===== src/rtl/uncore_ratio_gov.sv =====
module uncore_ratio_gov #(
  parameter int NCORES = 4,
  parameter int RW     = 6
) (
  input  logic              clk,
  input  logic              rst_n,
  input  logic              tick,
  input  logic [NCORES*RW-1:0] core_ratio,
  input  logic [NCORES-1:0] core_idle,
  input  logic              mode_max,
  input  logic              override_en,
  input  logic              perf_bias,
  input  logic [RW-1:0]     min_ratio,
  input  logic [RW-1:0]     max_ratio,
  output logic [RW-1:0]     uncore_ratio,
  output logic              busy
);

  localparam int EW = RW + 1;

  logic [RW-1:0] fastest;
  logic          any_awake;
  logic [EW-1:0] want;
  logic [RW-1:0] target;
  logic [RW-1:0] ratio_q;

  always_comb begin
    fastest   = '0;
    any_awake = 1'b0;
    for (int i = 0; i < NCORES; i++) begin
      if (!core_idle[i]) begin
        any_awake = 1'b1;
        if (core_ratio[i*RW +: RW] > fastest) fastest = core_ratio[i*RW +: RW];
      end
    end
  end

  always_comb begin
    if (mode_max || override_en)  want = {1'b0, max_ratio};
    else if (!any_awake)          want = {1'b0, min_ratio};
    else                          want = {1'b0, fastest} + EW'(perf_bias);
    if (want > {1'b0, max_ratio})      target = max_ratio;
    else if (want < {1'b0, min_ratio}) target = min_ratio;
    else                               target = want[RW-1:0];
  end

  always_ff @(posedge clk) begin
    if (!rst_n)                             ratio_q <= max_ratio;
    else if (tick && ratio_q < target)      ratio_q <= ratio_q + 1'b1;
    else if (tick && ratio_q > target)      ratio_q <= ratio_q - 1'b1;
  end

  assign uncore_ratio = ratio_q;
  assign busy         = (ratio_q != target);

  AST_HOLD_NO_TICK: assert property (@(posedge clk) disable iff (!rst_n)
    !tick |=> $stable(ratio_q));
  AST_STEP_UP: assert property (@(posedge clk) disable iff (!rst_n)
    (tick && ratio_q < target) |=> ratio_q == $past(ratio_q) + 1'b1);
  AST_STEP_DOWN: assert property (@(posedge clk) disable iff (!rst_n)
    (tick && ratio_q > target) |=> ratio_q == $past(ratio_q) - 1'b1);
  AST_IDLE_NOT_BUSY: assert property (@(posedge clk) disable iff (!rst_n)
    !busy |=> $stable(ratio_q));
  AST_MAX_MODE: assert property (@(posedge clk) disable iff (!rst_n)
    mode_max |-> target == max_ratio);
  AST_OVERRIDE: assert property (@(posedge clk) disable iff (!rst_n)
    override_en |-> target == max_ratio);
  AST_ALL_IDLE: assert property (@(posedge clk) disable iff (!rst_n)
    (!mode_max && !override_en && (&core_idle) && min_ratio <= max_ratio) |-> target == min_ratio);

endmodule


===== config.mk =====
export PLATFORM = sky130hd
export DESIGN_NAME = uncore_ratio_gov
export DESIGN_NICKNAME = d
export VERILOG_FILES = /design/src/rtl/uncore_ratio_gov.sv
export SDC_FILE = /design/constraint.sdc
export NUM_CORES = 1
export LEC_CHECK = 0
export CAP_MARGIN = 20
export CORE_UTILIZATION = 56
export DETAILED_ROUTE_END_ITERATION = 10
export PLACE_DENSITY = 0.95
export SYNTH_ARGS = -nofsm -noshare
export SYNTH_HDL_FRONTEND = slang
export SYNTH_SLANG_ARGS = --single-unit

===== constraint.sdc =====
create_clock -name clk -period 29.6 [get_ports clk]
set_input_delay 5.92 -clock clk [delete_from_list [all_inputs] [get_ports clk]]
set_output_delay 5.92 -clock clk [all_outputs]
set_load 0.05 [all_outputs]

* Word level (Yosys, flattened, before mapping) *
Index checks and enable logic that the tools add are counted.

storage, ports and cells
  register bits after elaboration = 6
  bits of input ports = 46
  output and inout port bits = 7
  word-level logic and storage cells = 36

cells by class
  add/subtract/negate cells = 3
  magnitude comparators = 8
  eq/ne operators = 2
  mux-type cells = 19
  reduce and logical (&&, ||, !) cells = 3

operator list
  cell                                                                              number
  6-bit two-way mux                                                                 13
  6-bit greater-than comparator                                                     4
  7-bit two-way mux                                                                 2
  6-bit by 1-bit adder with 7-bit output                                            1
  7-bit by 6-bit greater-than comparator with 1-bit output                          1
  7-bit by 6-bit < comparator with 1-bit output                                     1
  6-bit by 1-bit adder with 6-bit output (second input constant)                    1
  6-bit by 1-bit greater-than comparator with 1-bit output (second input constant)  1
  6-bit < comparator                                                                1
  6-bit inequality test                                                             1
  6-bit by 1-bit subtractor with 6-bit output (second input constant)               1
  1-bit two-way mux                                                                 4
  3-bit by 1-bit inequality test with 1-bit output (second input constant)          1
  1-bit logical AND                                                                 2
  1-bit logical OR                                                                  1

* Logic depth before layout (Yosys ltp) *
Gate-level depths: netlist of run 1.

  depth in word-level cells = 23
  mapped depth = 59
  mapped depth without buffers = 58

* Least setup slack after synthesis of run 1 *
OpenSTA, ideal clock, no wires.

  path kind = input to output
  from = input core_idle[0]
  to = output busy
  data arrival time = 13.955 ns
  required time = 23.680 ns
  setup slack = 9.725 ns
  cell stages on the path = 45
  buffers on the path = 1
  cell sequence = nand2b_1 ha_1 and4_4 o21a_4 o31a_4 o21ai_0 inv_1 ha_1 nor2b_1 o21ai_0 o41a_1 a21oi_2 nor2_1 a21oi_1 ha_1 and3_1 nand3_1 a31oi_1 [... 9 more ...] nand2_1 a211oi_1 a211oi_1 or2_2 a22oi_1 ha_1 o21a_1 o21a_1 o21ai_0 nand2b_1 a21oi_1 a31oi_1 a211o_1 o21ai_0 o211ai_1 ha_1 nand4_1 or2_2

on the way
  longest elaborated chain between the ends = 17
  elaborated cells between the ends (all ways) = 22
  classes of those cells = 1 x add/sub; 5 x order compare; 1 x eq/ne; 15 x mux

RTL lines
  what                                           line  text
  from (decl)                                    9     input logic [NCORES-1:0] core_idle,
  6-bit two-way mux                              31    if (!core_idle[i]) begin
  6-bit greater-than comparator                  33    if (core_ratio[i*RW +: RW] > fastest) fastest = core_ratio[i*RW +: RW];
  6-bit two-way mux                              33
  6-bit two-way mux                              31
  6-bit greater-than comparator                  33
  6-bit two-way mux                              33
  6-bit two-way mux                              31
  6-bit greater-than comparator                  33
  6-bit two-way mux                              33
  6-bit two-way mux                              31
  6-bit by 1-bit adder with 7-bit output         41    else want = {1'b0, fastest} + EW'(perf_bias);
  7-bit two-way mux *                            40    else if (!any_awake) want = {1'b0, min_ratio};
  7-bit two-way mux *                            39    if (mode_max || override_en) want = {1'b0, max_ratio};
  7-bit by 6-bit < comparator with 1-bit output  43    else if (want < {1'b0, min_ratio}) target = min_ratio;
  6-bit two-way mux                              43
  6-bit two-way mux *                            42    if (want > {1'b0, max_ratio}) target = max_ratio;
  6-bit inequality test *                        54    assign busy = (ratio_q != target);
  to (decl)                                      16    output logic busy

Mark *: on every way between the ends. The rest lies on a longest branch, timed or not.

* Worst setup path after layout of run 1 *
Same ends and word-level chain as after synthesis.

==> metrics.cfg, run 1 <==
[sta]
rsz0062_at_grt = false
worst_pin_slew_ns = 0.750
min_period_over_period = 0.760
setup_viol = 0
fmax_ghz = 0.0444
clock_skew_ns = 0.00289
min_period_ns = 22.51
hold_viol_final = 0
slew_viol_final = 0
finalSetupTns_ns = 0
slew_headroom = 0.499

[drt]
drt_first_pass_iters = 6
drt-total-wl_um = 6200
drt_iter0_drc = 164
postRouteAntennaNets = 0
wl_per_cell_um = 15.9
drcViolationCount = 0
vias = 2436
vias_per_cell = 6.26

[cts]
cts_resized = 0
cts_buffers = 3
cts_root_buffer = clkbuf_8
cts_hold_buf = 0
cts.path.max_buffers = 2
clk_pin_slew_ns = 0.04
cts_tree = done
htree_num_levels = 1
cts_sinks = 6
post_cts_buffers = 0
clk_latency_ns = 0.23

[place]
placement.io_buffers = 52
post-place-cells = 386
hpwl_um = 5300
place_congestion = 0.950
placed_cell_area_um2 = 2790

[setup_path]
crit_path_top_delay_cell = clkdlybuf4s50_1
critPathLaunch = core_idle[0]
worstSetupEndpointType = output pin
required_ns = 23.68
path_common_cell = ha_1
critPathMaxFanout = 8
path_buf_inv = 4
path_class = input port to output pin
r2r_start = uncore_ratio[3]
startpoint_type = input port
worstPathArrival_ns = 16.59
critPathMaxStageDelay_ns = 0.79
path_delay_family = compound AO/OA/AOI/OAI gates

[global_route]
grt_pass1_wl_um = 10600
grt-busiest-layer = met2
use_met1 = 0.415
grt.overflow.total = 0
grt_pass1_vias = 2403
grt_use_met3 = 0.0365
grt_max_degree = 13
grt_usage = 0.320
globalRouteMet2Util = 0.545
antenna_found_initial = 0

[synth]
synth-seq-cells = 6
yosysWarnings = 0
yosys.area.top_type = ha_1
synth-seq-area-share = 0.0806
yosysUniqueCellTypes = 55
synth_cells = 292
ys_top_cells_by_count = 37 x ha_1, 30 x inv_1, 23 x nand2_1, 20 x o21ai_0, 19 x a21oi_1
synthMuxAreaShare = 0.0812
synth_top_area_share = 0.207
synth-edff-count = 6
synth_nets = 376
syn_area_per_cell_um2 = 7.65
yosysMostFrequentCell = ha_1
synth_simple_gate_area_share = 0.203
synth_area_leaders = ha_1 21%, edfxtp_1 8.1%, inv_1 5.0%, mux2i_1 4.9%, o21ai_0 4.5%
synth_xor_area_frac = 0.0627
ys_async_sr_fraction = 0
syn_area_um2 = 2230
synth_compound_area_frac = 0.292
synthFlopType = edfxtp_1
synth_top_family_by_area = compound AO/OA/AOI/OAI gates
synth_fa_ha_area_frac = 0.216

[min_path]
hold_start = uncore_ratio[0]
hp-class = register to register

[die]
num_rows = 22
dieArea_um2 = 4250
initial_utilization = 0.597
ios = 53
core_region_area_um2 = 3740
die_x_um = 65.2
die_h_um = 65.2

[run]
max_cap_viol_count = 0

[pwr]
peakVddDrop_mv = 0.0281
p_per_area_nw_per_um2 = 55.4
power_leakage_nw = 1.22

[cells_and_area]
drive_gt1_frac = 0.0704
nets = 427
fin_area_um2 = 2830
layout.cells.non_filler = 389
diodes = 0
nFillCells = 283
largest_register_ffs = 6
syn2layout_area_growth_pct = 26.5

[status]
status = finished, final reports clean

-- cell usage in the layout (no fill, tap or decap), types with 2 or more instances in the layout --
cell type	count
a211o_1	2
a211oi_1	5
a21o_1	7
a21oi_1	19
a311oi_1	2
a31oi_1	3
and2_1	3
and4_1	2
clkbuf_8	3
clkdlybuf4s50_1	52
edfxtp_1	6
ha_1	37
inv_1	30
mux2_2	5
mux2i_1	11
nand2_1	23
nand2b_1	8
nand3_1	12
nand3b_1	2
nor2_1	17
nor2b_1	7
nor3_1	4
o2111ai_1	3
o211ai_1	4
o21a_1	5
o21ai_0	20
o21ai_1	2
o22ai_1	3
o31ai_1	2
or2_2	3
xnor2_1	9
xor2_1	7
-- path summary, 6_finish.rpt --
path,endpoint,cells after the start,slack (ns)
worst max-delay path,busy,47,7.09
worst min-delay path,uncore_ratio[0],2,0.81
worst max register to register,uncore_ratio[5],13,26.39
worst min register to register,uncore_ratio[0],2,0.81
-- cells by family after synthesis --
group | after synthesis
AOI/OAI and AO/OA | 91
and+or+nand+nor | 88
adders and majority gates | 38
buffers and inverters | 36
muxes | 17
xor gates and xnor gates | 16
DFF | 6
-- layout make-up --
class	count	area, um^2	area share
inverter	30	113	0.0398
multi-input combinational	250	1910	0.676
tap	48	60.1	0.0212
timing repair buffer	52	520	0.184
sequential	6	180	0.0637
clock buffer	3	41.3	0.0146
-- tightest hold or removal path, cell delays in order (launching register included) --
cell and delay [ns]:
edfxtp_1 0.44, inv_1 0.12, mux2_2 0.15
-- metal layers --
metal	vias to the layer above	share of wire
met1	1114	0.42
met5	-	0
met4	0	0.024
met3	19	0.081
met2	133	0.47
li1	1170	-
-- where the power goes --
group | internal, mW | switching [mW] | total (mW) | leakage, nW
Sequential | 0.0156 | 0.00420 | 0.0198 | 0.0625
Clock | 0.00880 | 0.00421 | 0.0130 | 0.0216
Combinational | 0.0527 | 0.0710 | 0.124 | 1.14
-- per-stage QoR --
stage / total power [mW] / utilization / hold slack (ns) / setup WS (ns)
finish: 0.156 / 0.755 / 0.808 / 7.09
global route: 0.169 / 0.755 / 0.865 / 6.40
CTS: 0.154 / 0.755 / 0.811 / 7.28
detailed placement: 0.140 / 0.744 / 0.798 / 7.31
global placement: 0.135 / 0.744 / 0.786 / 7.69
floorplan: 0.106 / - / 1.02 / 9.72
No activity file was read; power rests on OpenSTA's default activity.
==> inputs of run 2 (changes only) <==
--- a/config.mk
+++ b/config.mk
@@ -6,9 +6,9 @@
 export NUM_CORES = 1
 export LEC_CHECK = 0
 export CAP_MARGIN = 20
-export CORE_UTILIZATION = 56
+export CORE_UTILIZATION = 47
 export DETAILED_ROUTE_END_ITERATION = 10
-export PLACE_DENSITY = 0.95
+export PLACE_DENSITY = 0.86
 export SYNTH_ARGS = -nofsm -noshare
 export SYNTH_HDL_FRONTEND = slang
 export SYNTH_SLANG_ARGS = --single-unit
==> constraint.sdc (replaced) <==
create_clock -name clk -period 19.8 [get_ports clk]
set_input_delay 3.96 -clock clk [delete_from_list [all_inputs] [get_ports clk]]
set_output_delay 3.96 -clock clk [all_outputs]
set_load 0.05 [all_outputs]
==> metrics.cfg, run 2 (synthesis gave the netlist of run 1 again) <==
[status]
status = finished with violations  ; was finished, final reports clean
violations = DRC

[setup_path]
critPathMaxFanout = 10  ; was 8
critPathMaxStageDelay_ns = 0.70  ; was 0.79 ns
crit_path_top_delay_cell = clkdlybuf4s50_1  ; unchanged
r2r_setup_slack_ns = 16.53  ; was 26.39 ns
worstPathArrival_ns = 14.47  ; was 16.59 ns
path_common_cell = ha_1  ; unchanged
path_class = input port to output pin  ; unchanged
required_ns = 15.84  ; was 23.68 ns
worstSetupEndpointType = output pin  ; unchanged
startpoint_type = input port  ; unchanged

[cts]
cts_tree = done  ; unchanged
cts_hold_buf = 0  ; unchanged
cts.path.max_buffers = 2  ; unchanged
htree_num_levels = 1  ; unchanged
clk_pin_slew_ns = 0.04  ; about the same
post_cts_buffers = 0  ; unchanged
clk_latency_ns = 0.23  ; about the same
cts_resized = 0  ; unchanged
cts_buffers = 3  ; unchanged
cts_sinks = 6  ; unchanged
cts_root_buffer = clkbuf_8  ; unchanged

[global_route]
grt_pass1_vias = 2361  ; was 2403
grt_pass1_wl_um = 10500  ; was 10600 um
grt-busiest-layer = met2  ; unchanged
globalRouteMet2Util = 0.440  ; was 0.545
grt.overflow.total = 0  ; unchanged
grt_usage = 0.255  ; was 0.320
grt_use_met3 = 0.0299  ; was 0.0365
antenna_found_initial = 0  ; unchanged
grt_max_degree = 13  ; unchanged
use_met1 = 0.346  ; was 0.415

[sta]
hold_viol_final = 0  ; unchanged
fmax_ghz = 0.0543
holdWs_ns = 0.805  ; was 0.808 ns
fin_ws_ns = 1.37  ; was 7.09 ns
min_period_over_period = 0.931
finalSetupTns_ns = 0  ; unchanged
slew_headroom = 0.490  ; was 0.499
rsz0062_at_grt = false  ; unchanged
min_period_ns = 18.43
worst_pin_slew_ns = 0.764  ; was 0.750 ns
slew_viol_final = 0  ; unchanged
setup_viol = 0  ; unchanged
clock_skew_ns = 0.00245  ; was 0.00289 ns

[drt]
drcViolationCount = 1  ; was 0
drt-total-wl_um = 6010  ; was 6200 um
postRouteAntennaNets = 0  ; unchanged
drt_first_pass_iters = 7  ; was 6
drt_iter0_drc = 237  ; was 164
vias_per_cell = 5.91  ; was 6.26
vias = 2323  ; was 2436
wl_per_cell_um = 15.3  ; was 15.9 um

[cells_and_area]
nFillCells = 383  ; was 283
largest_register_ffs = 6  ; unchanged
drive_gt1_frac = 0.0704  ; unchanged
nets = 427  ; unchanged
final_cell_mix = 52 x clkdlybuf4s50_1, 37 x ha_1, 30 x inv_1, 23 x nand2_1, 20 x o21ai_0  ; unchanged
final_common_cell = clkdlybuf4s50_1  ; unchanged
fin_area_um2 = 2830  ; about the same
syn2layout_area_growth_pct = 26.7  ; was 26.5%
diodes = 0  ; unchanged
finish.utilization = 0.633  ; was 0.755

[pwr]
pwr-share-clk = 0.084  ; was 0.083
peakVddDrop_mv = 0.0619  ; was 0.0281 mV
seqPwrFrac = 0.131  ; was 0.127
p_comb_frac = 0.786  ; was 0.790
power_leakage_nw = 1.22  ; unchanged
power.switching_uw = 115  ; was 79.4 uW
p_per_area_nw_per_um2 = 80.9  ; was 55.4 nW/um^2
netSwitchingFraction = 0.502  ; was 0.507
p_int_uw = 114  ; was 77.1 uW

[die]
die_h_um = 71.0  ; was 65.2 um
ios = 53  ; unchanged
dieArea_um2 = 5030  ; was 4250 um^2
core_region_area_um2 = 4470  ; was 3740 um^2
die_x_um = 71.0  ; was 65.2 um
initial_utilization = 0.499  ; was 0.597
num_rows = 24  ; was 22

[place]
placement.io_buffers = 52  ; unchanged
placed_cell_area_um2 = 2790  ; about the same
place_worst_setup_slack_ns = 1.59  ; was 7.31 ns
hpwl_um = 4980  ; was 5300 um
place_congestion = 0.912  ; was 0.950

[run]
max_cap_viol_count = 0  ; unchanged

[min_path]
hp-class = register to register  ; unchanged

## run 2: cell counts in the layout (fill, tap and decap cells not counted)
Identical to the previous run, type by type.
## run 2: worst paths after layout
check             cells past startpoint             from              end
setup / recovery                     46     core_idle[0]             busy
hold / removal                        2  uncore_ratio[0]  uncore_ratio[0]
setup reg to reg                     13  uncore_ratio[3]  uncore_ratio[5]
hold reg to reg                       2  uncore_ratio[0]  uncore_ratio[0]
## run 2: stage by stage
step	std cells	total power [mW]
after floorplan	292	0.158
after global placement	390	0.201
after detailed placement	390	0.205
after CTS	393	0.226
after global routing	393	0.250
final	393	0.229
## run 2: critical path, delay by kind of cell
| kind | cells | cell delay [ns] |
|---|---|---|
| compound gates | 22 | 4.82 |
| fa+ha+maj | 7 | 1.92 |
| buf+inv | 4 | 1.50 |
| simple gates | 13 | 2.25 |
## run 2: final cells by class
cell class | count | area [um^2] | area share
inverter | 30 | 113 | 0.0398
multi-input combinational | 250 | 1910 | 0.675
timing repair buffer | 52 | 520 | 0.184
tap | 52 | 65.1 | 0.0230
clock buffer | 3 | 41.3 | 0.0146
sequential | 6 | 180 | 0.0636
## run 2: per-layer routing
metal / share of wire / up-vias
met5: 0 / -
met4: 0.0042 / 0
met3: 0.064 / 4
met2: 0.47 / 87
met1: 0.46 / 1063
li1: - / 1169
## run 2: power by group through the flow
stage | registers [mW] | logic, mW | clock network [mW]
2_1_floorplan | 0.0492 | 0.109 | 0
3_3_place_gp | 0.0298 | 0.171 | 0
3_5_place_dp | 0.0305 | 0.175 | 0
4_1_cts | 0.0302 | 0.177 | 0.0192
5_1_grt | 0.0314 | 0.199 | 0.0199
6_report | 0.0299 | 0.180 | 0.0192
==> inputs of run 3 (changes only) <==
--- a/config.mk
+++ b/config.mk
@@ -6,6 +6,7 @@
 export NUM_CORES = 1
 export LEC_CHECK = 0
 export CAP_MARGIN = 20
+export CORE_MARGIN = 2
 export CORE_UTILIZATION = 47
 export DETAILED_ROUTE_END_ITERATION = 10
 export PLACE_DENSITY = 0.86
==> metrics.cfg, run 3 (synthesis gave the netlist of run 1 again) <==
[sta]
clock_skew_ns = 0.00170  ; was 0.00245 ns
slew_viol_final = 0  ; unchanged
min_period_over_period = 0.937  ; was 0.931
setup_viol = 0  ; unchanged
min_period_ns = 18.56  ; was 18.43 ns
rsz0062_at_grt = false  ; unchanged
fmax_ghz = 0.0539  ; was 0.0543 GHz
fin_ws_ns = 1.24  ; was 1.37 ns
worst_pin_slew_ns = 0.695  ; was 0.764 ns
slew_headroom = 0.536  ; was 0.490
hold_viol_final = 0  ; unchanged
finalSetupTns_ns = 0  ; unchanged

[die]
initial_utilization = 0.479  ; was 0.499
dieArea_um2 = 5320  ; was 5030 um^2
ios = 53  ; unchanged
die_x_um = 73.0  ; was 71.0 um
num_rows = 25  ; was 24
die_h_um = 73.0  ; was 71.0 um
core_region_area_um2 = 4660  ; was 4470 um^2

[setup_path]
worstReg2RegEnd = uncore_ratio[5]  ; unchanged
r2r_cells = 13  ; unchanged
required_ns = 15.84  ; about the same
startpoint_type = input port  ; unchanged
worstSetupEndpointType = output pin  ; unchanged
path_common_cell = ha_1  ; unchanged
r2r_start = uncore_ratio[3]  ; unchanged
critPathMaxStageDelay_ns = 0.79  ; was 0.70 ns
critPathMaxFanout = 10  ; unchanged
worstPathArrival_ns = 14.60  ; was 14.47 ns
crit_path_top_delay_cell = clkdlybuf4s50_1  ; unchanged
path_class = input port to output pin  ; unchanged
r2r_setup_slack_ns = 16.64  ; was 16.53 ns

[cts]
cts.path.max_buffers = 2  ; unchanged
cts_sinks = 6  ; unchanged
clk_pin_slew_ns = 0.04  ; about the same
cts_root_buffer = clkbuf_8  ; unchanged
cts_resized = 0  ; unchanged
cts_tree = done  ; unchanged
cts_hold_buf = 0  ; unchanged
cts_buffers = 3  ; unchanged
htree_num_levels = 1  ; unchanged
clk_latency_ns = 0.22  ; was 0.23 ns
post_cts_buffers = 0  ; unchanged

[drt]
wl_per_cell_um = 14.9  ; was 15.3 um
vias_per_cell = 5.83  ; was 5.91
drt_first_pass_iters = 4  ; was 7
vias = 2304  ; was 2323
drt-total-wl_um = 5890  ; was 6010 um
drt_iter0_drc = 194  ; was 237
postRouteAntennaNets = 0  ; unchanged
drcViolationCount = 0  ; was 1

[min_path]
hold_start = uncore_ratio[0]  ; unchanged
hold_end = uncore_ratio[0]  ; unchanged
min_path_cells = 2  ; unchanged
hp-class = register to register  ; unchanged

[global_route]
grt_pass1_vias = 2162  ; was 2361
grt_usage = 0.227  ; was 0.255
grt_pass1_wl_um = 9780  ; was 10500 um
grt_max_degree = 13  ; unchanged
grt.overflow.total = 0  ; unchanged
antenna_found_initial = 0  ; unchanged

[place]
hpwl_um = 4990  ; was 4980 um
place_congestion = 0.909  ; was 0.912
place_worst_setup_slack_ns = 1.46  ; was 1.59 ns
post-place-cells = 392  ; was 390
placement.io_buffers = 52  ; unchanged

[pwr]
peakVddDrop_mv = 0.0462  ; was 0.0619 mV
power_leakage_nw = 1.22  ; unchanged
p_per_area_nw_per_um2 = 79.9  ; was 80.9 nW/um^2
p_total_uw = 226  ; was 229 uW

[cells_and_area]
final_common_cell = clkdlybuf4s50_1  ; unchanged
nets = 427  ; unchanged
final_cell_mix = 52 x clkdlybuf4s50_1, 37 x ha_1, 30 x inv_1, 23 x nand2_1, 20 x o21ai_0  ; unchanged
drive_gt1_frac = 0.0704  ; unchanged
diodes = 0  ; unchanged
largest_register_ffs = 6  ; unchanged
layout.cells.non_filler = 395  ; was 393
syn2layout_area_growth_pct = 26.8  ; was 26.7%
nFillCells = 421  ; was 383

[status]
status = finished, final reports clean  ; was finished with violations

[run]
max_cap_viol_count = 0  ; unchanged

## run 3: worst max-delay path by stage
stage,start,end,slack [ns]
final,core_idle[0],busy,1.24
after global routing,core_idle[0],busy,0.42
after CTS,core_idle[0],busy,1.40
after detailed placement,core_idle[0],busy,1.46
after global placement,core_idle[0],busy,1.64
after floorplan,core_idle[0],busy,3.84
## run 3: final cells by class
class	count	area (um^2)	area share
multi-input combinational	250	1910	0.675
inverter	30	113	0.0397
clock buffer	3	41.3	0.0146
sequential	6	180	0.0636
tap	54	67.6	0.0238
timing repair buffer	52	520	0.184
## run 3: worst max-delay path, delay by kind of cell
family / cells / cell delay (ns)
simple gates: 14 / 2.10
mux: 1 / 0.35
compound gates: 21 / 4.71
fa+ha+maj: 7 / 1.98
buf+inv: 3 / 1.48
## run 3: layer usage
| metal | up-vias | share of wire | global-route usage |
|---|---|---|---|
| met3 | 4 | 0.045 | 0.0331 |
| li1 | 1169 | - | - |
| met1 | 1067 | 0.47 | 0.320 |
| met2 | 64 | 0.48 | 0.380 |
| met4 | 0 | 0.0066 | 0.0247 |
| met5 | - | 0 | 0 |
## run 3: stage by stage
stage               area [um^2]  hold slack (ns)  utilization
finish                     2830            0.810        0.608
floorplan                  2230             1.02            -
CTS                        2830            0.818        0.608
detailed placement         2790            0.809        0.599
global placement           2790            0.785        0.599
global route               2830            0.860        0.608
## run 3: power by group
| part | internal, mW | total, mW | switching [mW] |
|---|---|---|---|
| combinational | 0.0777 | 0.177 | 0.0996 |
| sequential | 0.0234 | 0.0303 | 0.00690 |
| clock | 0.0131 | 0.0188 | 0.00574 |
| total | 0.114 | 0.226 | 0.112 |
